$ cat config.mk
export PLATFORM = sky130hd
export DESIGN_NAME = cap_count_cond
export DESIGN_NICKNAME = d
export VERILOG_FILES = /design/src/rtl/cc_pkg.sv /design/src/rtl/cc_sync_edge.sv /design/src/rtl/cc_count_sel.sv /design/src/rtl/cc_capture.sv /design/src/rtl/cap_count_cond.sv
export SDC_FILE = /design/constraint.sdc
export NUM_CORES = 1
export LEC_CHECK = 0
export BUFFER_PORTS_ARGS = -buffer_cell sky130_fd_sc_hd__buf_2
export CORE_MARGIN = 4
export CORE_UTILIZATION = 48
export DETAILED_ROUTE_END_ITERATION = 6
export PLACE_DENSITY = 0.86
export SYNTH_ARGS = -nofsm -noshare
export SYNTH_HDL_FRONTEND = slang
export SYNTH_HIERARCHICAL = 1
export SYNTH_SLANG_ARGS = --single-unit
$ cat constraint.sdc
create_clock -name clk -period 3.3 [get_ports clk]
set_input_delay 0.33 -clock clk [delete_from_list [all_inputs] [get_ports clk]]
set_output_delay 0.33 -clock clk [all_outputs]
set_load 0.03 [all_outputs]
$ cat src/rtl/cc_pkg.sv
package cc_pkg;

  typedef enum logic [1:0] {
    CM_TIMER = 2'd0,
    CM_RISE  = 2'd1,
    CM_FALL  = 2'd2,
    CM_BOTH  = 2'd3
  } cnt_mode_e;

  localparam int CAP_CTRL_W = 3;
  localparam int CC_RISE_BIT = 0;
  localparam int CC_FALL_BIT = 1;
  localparam int CC_IRQ_BIT  = 2;

endpackage

$ cat src/rtl/cc_sync_edge.sv
module cc_sync_edge #(
  parameter int SYNC_STAGES = 2
) (
  input  logic clk,
  input  logic rst_n,
  input  logic din,
  output logic rise,
  output logic fall
);

  logic [SYNC_STAGES-1:0] sync_q;
  logic [SYNC_STAGES-1:0] sync_d;
  logic                   prev_q;
  logic                   prev_d;
  logic                   cur;

  always_comb begin
    sync_d = {sync_q[SYNC_STAGES-2:0], din};
    prev_d = sync_q[SYNC_STAGES-1];
  end

  always_ff @(posedge clk or negedge rst_n) begin
    if (!rst_n) begin
      sync_q <= '0;
      prev_q <= 1'b0;
    end else begin
      sync_q <= sync_d;
      prev_q <= prev_d;
    end
  end

  assign cur  = sync_q[SYNC_STAGES-1];
  assign rise = cur & ~prev_q;
  assign fall = ~cur & prev_q;

endmodule

$ cat src/rtl/cc_count_sel.sv
module cc_count_sel
  import cc_pkg::*;
#(
  parameter int NUM_IN = 2,
  parameter int SEL_W  = 2
) (
  input  logic              clk,
  input  logic              rst_n,
  input  logic [1:0]        mode,
  input  logic [SEL_W-1:0]  in_sel,
  input  logic [NUM_IN-1:0] rise_v,
  input  logic [NUM_IN-1:0] fall_v,
  output logic              tick
);

  logic      sel_rise;
  logic      sel_fall;
  logic      tick_d;
  logic      tick_q;
  cnt_mode_e mode_e;

  assign mode_e = cnt_mode_e'(mode);

  always_comb begin
    sel_rise = 1'b0;
    sel_fall = 1'b0;
    for (int i = 0; i < NUM_IN; i++) begin
      if (int'(in_sel) == i) begin
        sel_rise = rise_v[i];
        sel_fall = fall_v[i];
      end
    end
  end

  always_comb begin
    unique case (mode_e)
      CM_TIMER: tick_d = 1'b1;
      CM_RISE:  tick_d = sel_rise;
      CM_FALL:  tick_d = sel_fall;
      CM_BOTH:  tick_d = sel_rise | sel_fall;
      default:  tick_d = 1'b0;
    endcase
  end

  always_ff @(posedge clk or negedge rst_n) begin
    if (!rst_n) tick_q <= 1'b0;
    else        tick_q <= tick_d;
  end

  assign tick = tick_q;

  AST_TIMER_TICK: assert property (@(posedge clk) disable iff (!rst_n)
    (mode == 2'd0) |=> tick_q);

  AST_RESERVED_SILENT: assert property (@(posedge clk) disable iff (!rst_n)
    ((mode != 2'd0) && (int'(in_sel) >= NUM_IN)) |=> !tick_q);

endmodule

$ cat src/rtl/cc_capture.sv
module cc_capture
  import cc_pkg::*;
#(
  parameter int CNT_W = 16
) (
  input  logic                  clk,
  input  logic                  rst_n,
  input  logic                  timer_mode,
  input  logic                  rise,
  input  logic                  fall,
  input  logic [CAP_CTRL_W-1:0] ctrl,
  input  logic [CNT_W-1:0]      tc_value,
  output logic [CNT_W-1:0]      cap_value,
  output logic                  cap_irq
);

  logic             load;
  logic [CNT_W-1:0] cap_d;
  logic [CNT_W-1:0] cap_q;
  logic             irq_d;
  logic             irq_q;

  always_comb begin
    load  = timer_mode &
            ((ctrl[CC_RISE_BIT] & rise) | (ctrl[CC_FALL_BIT] & fall));
    cap_d = load ? tc_value : cap_q;
    irq_d = load & ctrl[CC_IRQ_BIT];
  end

  always_ff @(posedge clk or negedge rst_n) begin
    if (!rst_n) begin
      cap_q <= '0;
      irq_q <= 1'b0;
    end else begin
      cap_q <= cap_d;
      irq_q <= irq_d;
    end
  end

  assign cap_value = cap_q;
  assign cap_irq   = irq_q;

  AST_CAP_HOLD: assert property (@(posedge clk) disable iff (!rst_n)
    !load |=> $stable(cap_q));

  AST_IRQ_GATED: assert property (@(posedge clk) disable iff (!rst_n)
    !ctrl[CC_IRQ_BIT] |=> !irq_q);

  AST_NO_CAP_COUNTING: assert property (@(posedge clk) disable iff (!rst_n)
    !timer_mode |=> (!irq_q && $stable(cap_q)));

endmodule

$ cat src/rtl/cap_count_cond.sv
module cap_count_cond
  import cc_pkg::*;
#(
  parameter int CNT_W       = 16,
  parameter int NUM_IN      = 2,
  parameter int SYNC_STAGES = 2
) (
  input  logic                  clk,
  input  logic                  rst_n,
  input  logic [NUM_IN-1:0]     cap_in,
  input  logic [1:0]            mode_sel,
  input  logic [1:0]            in_sel,
  input  logic [CAP_CTRL_W-1:0] cap_ctrl,
  input  logic [CNT_W-1:0]      tc_value,
  output logic                  count_tick,
  output logic [CNT_W-1:0]      cap_value,
  output logic                  cap_irq
);

  localparam int SEL_W   = 2;
  localparam int CAP_IDX = 0;

  logic [NUM_IN-1:0] rise_v;
  logic [NUM_IN-1:0] fall_v;
  logic              timer_mode;

  assign timer_mode = (mode_sel == CM_TIMER);

  for (genvar g = 0; g < NUM_IN; g++) begin : g_in
    cc_sync_edge #(.SYNC_STAGES(SYNC_STAGES)) u_edge (
      .clk  (clk),
      .rst_n(rst_n),
      .din  (cap_in[g]),
      .rise (rise_v[g]),
      .fall (fall_v[g])
    );
  end

  cc_count_sel #(.NUM_IN(NUM_IN), .SEL_W(SEL_W)) u_sel (
    .clk   (clk),
    .rst_n (rst_n),
    .mode  (mode_sel),
    .in_sel(in_sel),
    .rise_v(rise_v),
    .fall_v(fall_v),
    .tick  (count_tick)
  );

  cc_capture #(.CNT_W(CNT_W)) u_cap (
    .clk       (clk),
    .rst_n     (rst_n),
    .timer_mode(timer_mode),
    .rise      (rise_v[CAP_IDX]),
    .fall      (fall_v[CAP_IDX]),
    .ctrl      (cap_ctrl),
    .tc_value  (tc_value),
    .cap_value (cap_value),
    .cap_irq   (cap_irq)
  );

endmodule

## Word-level counts from Yosys, hierarchy flattened

Cells that the tools add are included.

- Multipliers: 0
- Add/subtract/negate cells: 0
- Bitwise operators: 14
- Reduce and logical (&&, ||, !) cells: 2
- Eq/ne operators: 4
- Divide/modulo/power cells: 0
- Shift operators: 0
- Order comparisons: 0
- Multiplexer cells: 5

Operators with widths:

| cell | count |
|---|---|
| bitwise AND 1 bit | 8 |
| equality test 2 bit (second input constant) | 3 |
| zero test 2 bit | 2 |
| two-way mux 1 bit | 4 |
| NOT 1 bit | 4 |
| case mux 1 bit (4 select lines) | 1 |
| equality test 2 x 1 -> 1 bit (second input constant) | 1 |
| OR 1 bit | 2 |

- Output and inout port bits: 18
- Bits of input ports: 27
- Memories kept: 0
- Memory bits (read-only): 0
- Logic and storage cells: 32
- Bits in registers: 24
- Bits in latches: 0
- Memory bits (writable): 0

## Depth between registers and ports, before layout

- Depth in word-level cells: 6
- Mapped depth: 5
- Depth with buffers taken out: 4

## By module

The synthesis kept the hierarchy.

By module, submodules not included:

| module | area an instance (um^2) | times used | cells an instance | sequential area each (um^2) |
|---|---|---|---|---|
| cc_capture | 706.9 | 1 | 37 | 425.4 |
| cc_sync_edge | 90.1 | 2 | 5 | 75.1 |
| cc_count_sel | 68.8 | 1 | 7 | 25.0 |
| cap_count_cond | 3.8 | 1 | 1 | 0.0 |

## Worst setup path after synthesis

OpenSTA, ideal clock, no wires.

- Kind: register to register
- Start: register g_in[0].u_edge.prev_q
- End: register u_cap.cap_q[0] (netlist: u_cap/cap_value[0])
- Path buffers: 1
- Required time: 3,175 ps
- Path slack: 1,874 ps
- Stages on the path, launching flop included: 6
- Clock period less this slack: 1,426 ps
- Arrival time: 1,301 ps
- Cells stage by stage: dfrtp_1 -> and2b_2 -> a22o_4 -> nand2_8 -> buf_12 -> mux2_4

- Elaborated cells between the ends (all ways): 7
- Classes of those cells: bitwise: 7

RTL lines:

| element | line | text |
|---|---|---|
| start, declared | cc_sync_edge.sv:13 | `logic prev_q;` |
| start signal, assigned | cc_sync_edge.sv:28 | `prev_q <= prev_d;` |
| bitwise AND 1 bit | cc_sync_edge.sv:34 | `assign fall = ~cur & prev_q;` |
| named net fall_v[0] | cap_count_cond.sv:24 | `logic [NUM_IN-1:0] fall_v;` |
| bitwise AND 1 bit | cc_capture.sv:25 | `((ctrl[CC_RISE_BIT] & rise) \| (ctrl[CC_FALL_BIT] & fall));` |
| OR 1 bit | cc_capture.sv:25 |  |
| bitwise AND 1 bit | cc_capture.sv:24 | `load = timer_mode &` |
| end signal, assigned | cc_capture.sv:35 | `cap_q <= cap_d;` |
| end, declared | cc_capture.sv:19 | `logic [CNT_W-1:0] cap_q;` |

The timed path passes the listed nets, and every way through them passes these cells.
A chain may end at the register's enable or synchronous reset.

## Worst setup path in the final report

- Start: register g_in[0].u_edge.prev_q
- End: register u_cap.cap_q[13] (netlist: u_cap/cap_value[13])

The elaborated chain is that of the path after synthesis.

==> impl_metrics.tcl <==
set metrics [dict create \
    grtUsageTotal 0.143 \
    worstSkewPairLatency_ps 300 \
    seq_area_frac_synth 0.626 \
    drive_above_1_share 0.647 \
    drt_iter0_markers 1 \
    maxCapViolations 0 \
    cts_buffer_depth 2 \
    synth.avg_cell_area_um2 17.4 \
    drc_errors 0 \
    fin_nets 131 \
    first_pass_iters 2 \
    mostFrequentLayoutCells "buf_2 (44), dfrtp_1 (24), mux2_4 (10), mux2_2 (5)" \
    p_total_mw 0.758 \
    cts_tree "yes" \
    path_max_fanout 16 \
    htree_levels 1 \
    final_cells 127 \
    rows 15 \
    hp-class "primary input to register" \
    placed_cells 123 \
    die_x_um 52.7 \
    grt_first_pass_wirelength_mm 2.79 \
    max_slew_margin 0.664 \
    setup.worst_path.class "register to register" \
    gp_congestion 0.633 \
    fin_skew_ps 6.28 \
    wl_per_cell_um 13.9 \
    syn_area_um2 960 \
    post-route-util 0.679 \
    tns_ps 0 \
    rsz0062_at_grt "no" \
    syn_inst 55 \
    grt_max_degree 25 \
    synth.distinct_cells 14 \
    grt.overflow.total 0 \
    p_leak_nw 0.665 \
    die_h_um 52.7 \
    postPlaceCellArea_um2 1190 \
    drv_slew 0 \
    start_util 0.533 \
    cts_setup_buffers 0 \
    clkTransAtPathRegs_ps 120 \
    cp.required_ps 3500 \
    postLayoutCellArea_um2 1220 \
    cts_made_buffers 3 \
    endpoint_kind "register" \
    fp.coreArea_um2 1800 \
    root_buffer "clkbuf_4" \
    period_needed_ps 1460 \
    synth_warnings 6 \
    drt_wl_total_mm 1.76 \
    cp_data_arrival_time_ps 1660 \
    syn-num-nets 82 \
    cellPowerDensity_nw_per_um2 619 \
    finalCritPeriodShare 0.442 \
    ios 45 \
    dp_slack_ps 1820 \
    critPathLaunchType "register" \
    outcome "finished, final reports clean" \
    via_per_inst 4.73 \
    setup_viol 0 \
    layout_commonest_cell "buf_2" \
    max_freq_mhz 685 \
    grt_pass1_vias 651 \
    setup_slack_ps 1840 \
    die_area_um2 2780 \
    drtAntennaViolNets 0 \
    hold_viol_final 0 \
    num_vias 601 \
    ir_drop_mv 0.434 \
    max_slew.worst_pin.slew_ps 504 \
    ys_ff_latch 24 \
    antenna_found_initial 0 \
    port-buffer-count 44 \
    area_growth_pct 27.5 \
    hold_slack_ps 133 \
    clock_sinks 24 \
    antenna_cells 0 \
]
-- sequential cells by signal, indices dropped and copies added, names as in the netlist --
name,count
u_cap/cap_value,16
g_in.u_edge/sync_q,4
g_in.u_edge/prev_q,2
u_cap/cap_irq,1
u_sel/tick,1
-- logic make-up (layout without fill, tap and decap cells) --
group	Yosys count	after routing	synth area share
buffers and inverters	1	48	0.0209
multiplexers	18	18	0.248
flip-flops	24	24	0.626
AND/OR/NAND/NOR	10	10	0.0782
AO/OA/AOI/OAI	2	2	0.0274
-- path summary, 6_finish.rpt --
check,from,to,slack (ps),cells past startpoint
worst min-delay path,cap_in[0],g_in[0].u_edge/sync_q[0],130,1
worst max-delay path,g_in[0].u_edge/prev_q,u_cap/cap_value[13],1840,4
worst min register to register,g_in[1].u_edge/sync_q[0],g_in[1].u_edge/sync_q[1],370,0
max in group asynchronous,rst_n,u_cap/cap_value[11],2450,2
worst max register to register,g_in[0].u_edge/prev_q,u_cap/cap_value[13],1840,4
min in group asynchronous,rst_n,u_cap/cap_irq,510,2
-- power breakdown --
group          total, mW  internal (mW)  switching [mW]
logic              0.262          0.106           0.156
registers          0.377          0.348          0.0286
clock network      0.120         0.0426          0.0771
total              0.758          0.496           0.261
-- final cells by class --
type	count	area [um^2]
tap	25	31.3
fill	136	578
multi-input combinational	30	339
clock buffer	3	22.5
sequential	24	601
timing repair buffer	45	230
-- worst max-delay path: stages (launching register included) --
cell     delay (ps)
dfrtp_1         390
and2b_2         200
a22o_4          240
nand2_8         160
mux2_2          360
-- routing by layer --
metal	wire length (um)	track usage	part of all wire
met1	786	0.190	0.45
met2	812	0.219	0.46
met3	129	0.0256	0.073
met4	31	0.0766	0.018
met5	0	0	0
-- Yosys cell counts --
cell type	instances	share of area
and2b_2	2	0.018
mux2_4	10	0.16
buf_12	1	0.021
nor2_1	3	0.012
nor3b_1	1	0.0078
a211o_1	1	0.0091
nand2_8	1	0.021
dfrtp_1	24	0.63
nor2b_1	2	0.013
a22o_4	1	0.018
mux2_2	5	0.059
and3_1	1	0.0065
mux2i_1	2	0.021
mux2_1	1	0.012
-- repair_timing --
action	in CTS	in global routing
gates resized for setup	0	0
endpoints found under the hold margin	24	0
hold buffers	1	0
Note: power is estimated with default switching activity, not from simulation.
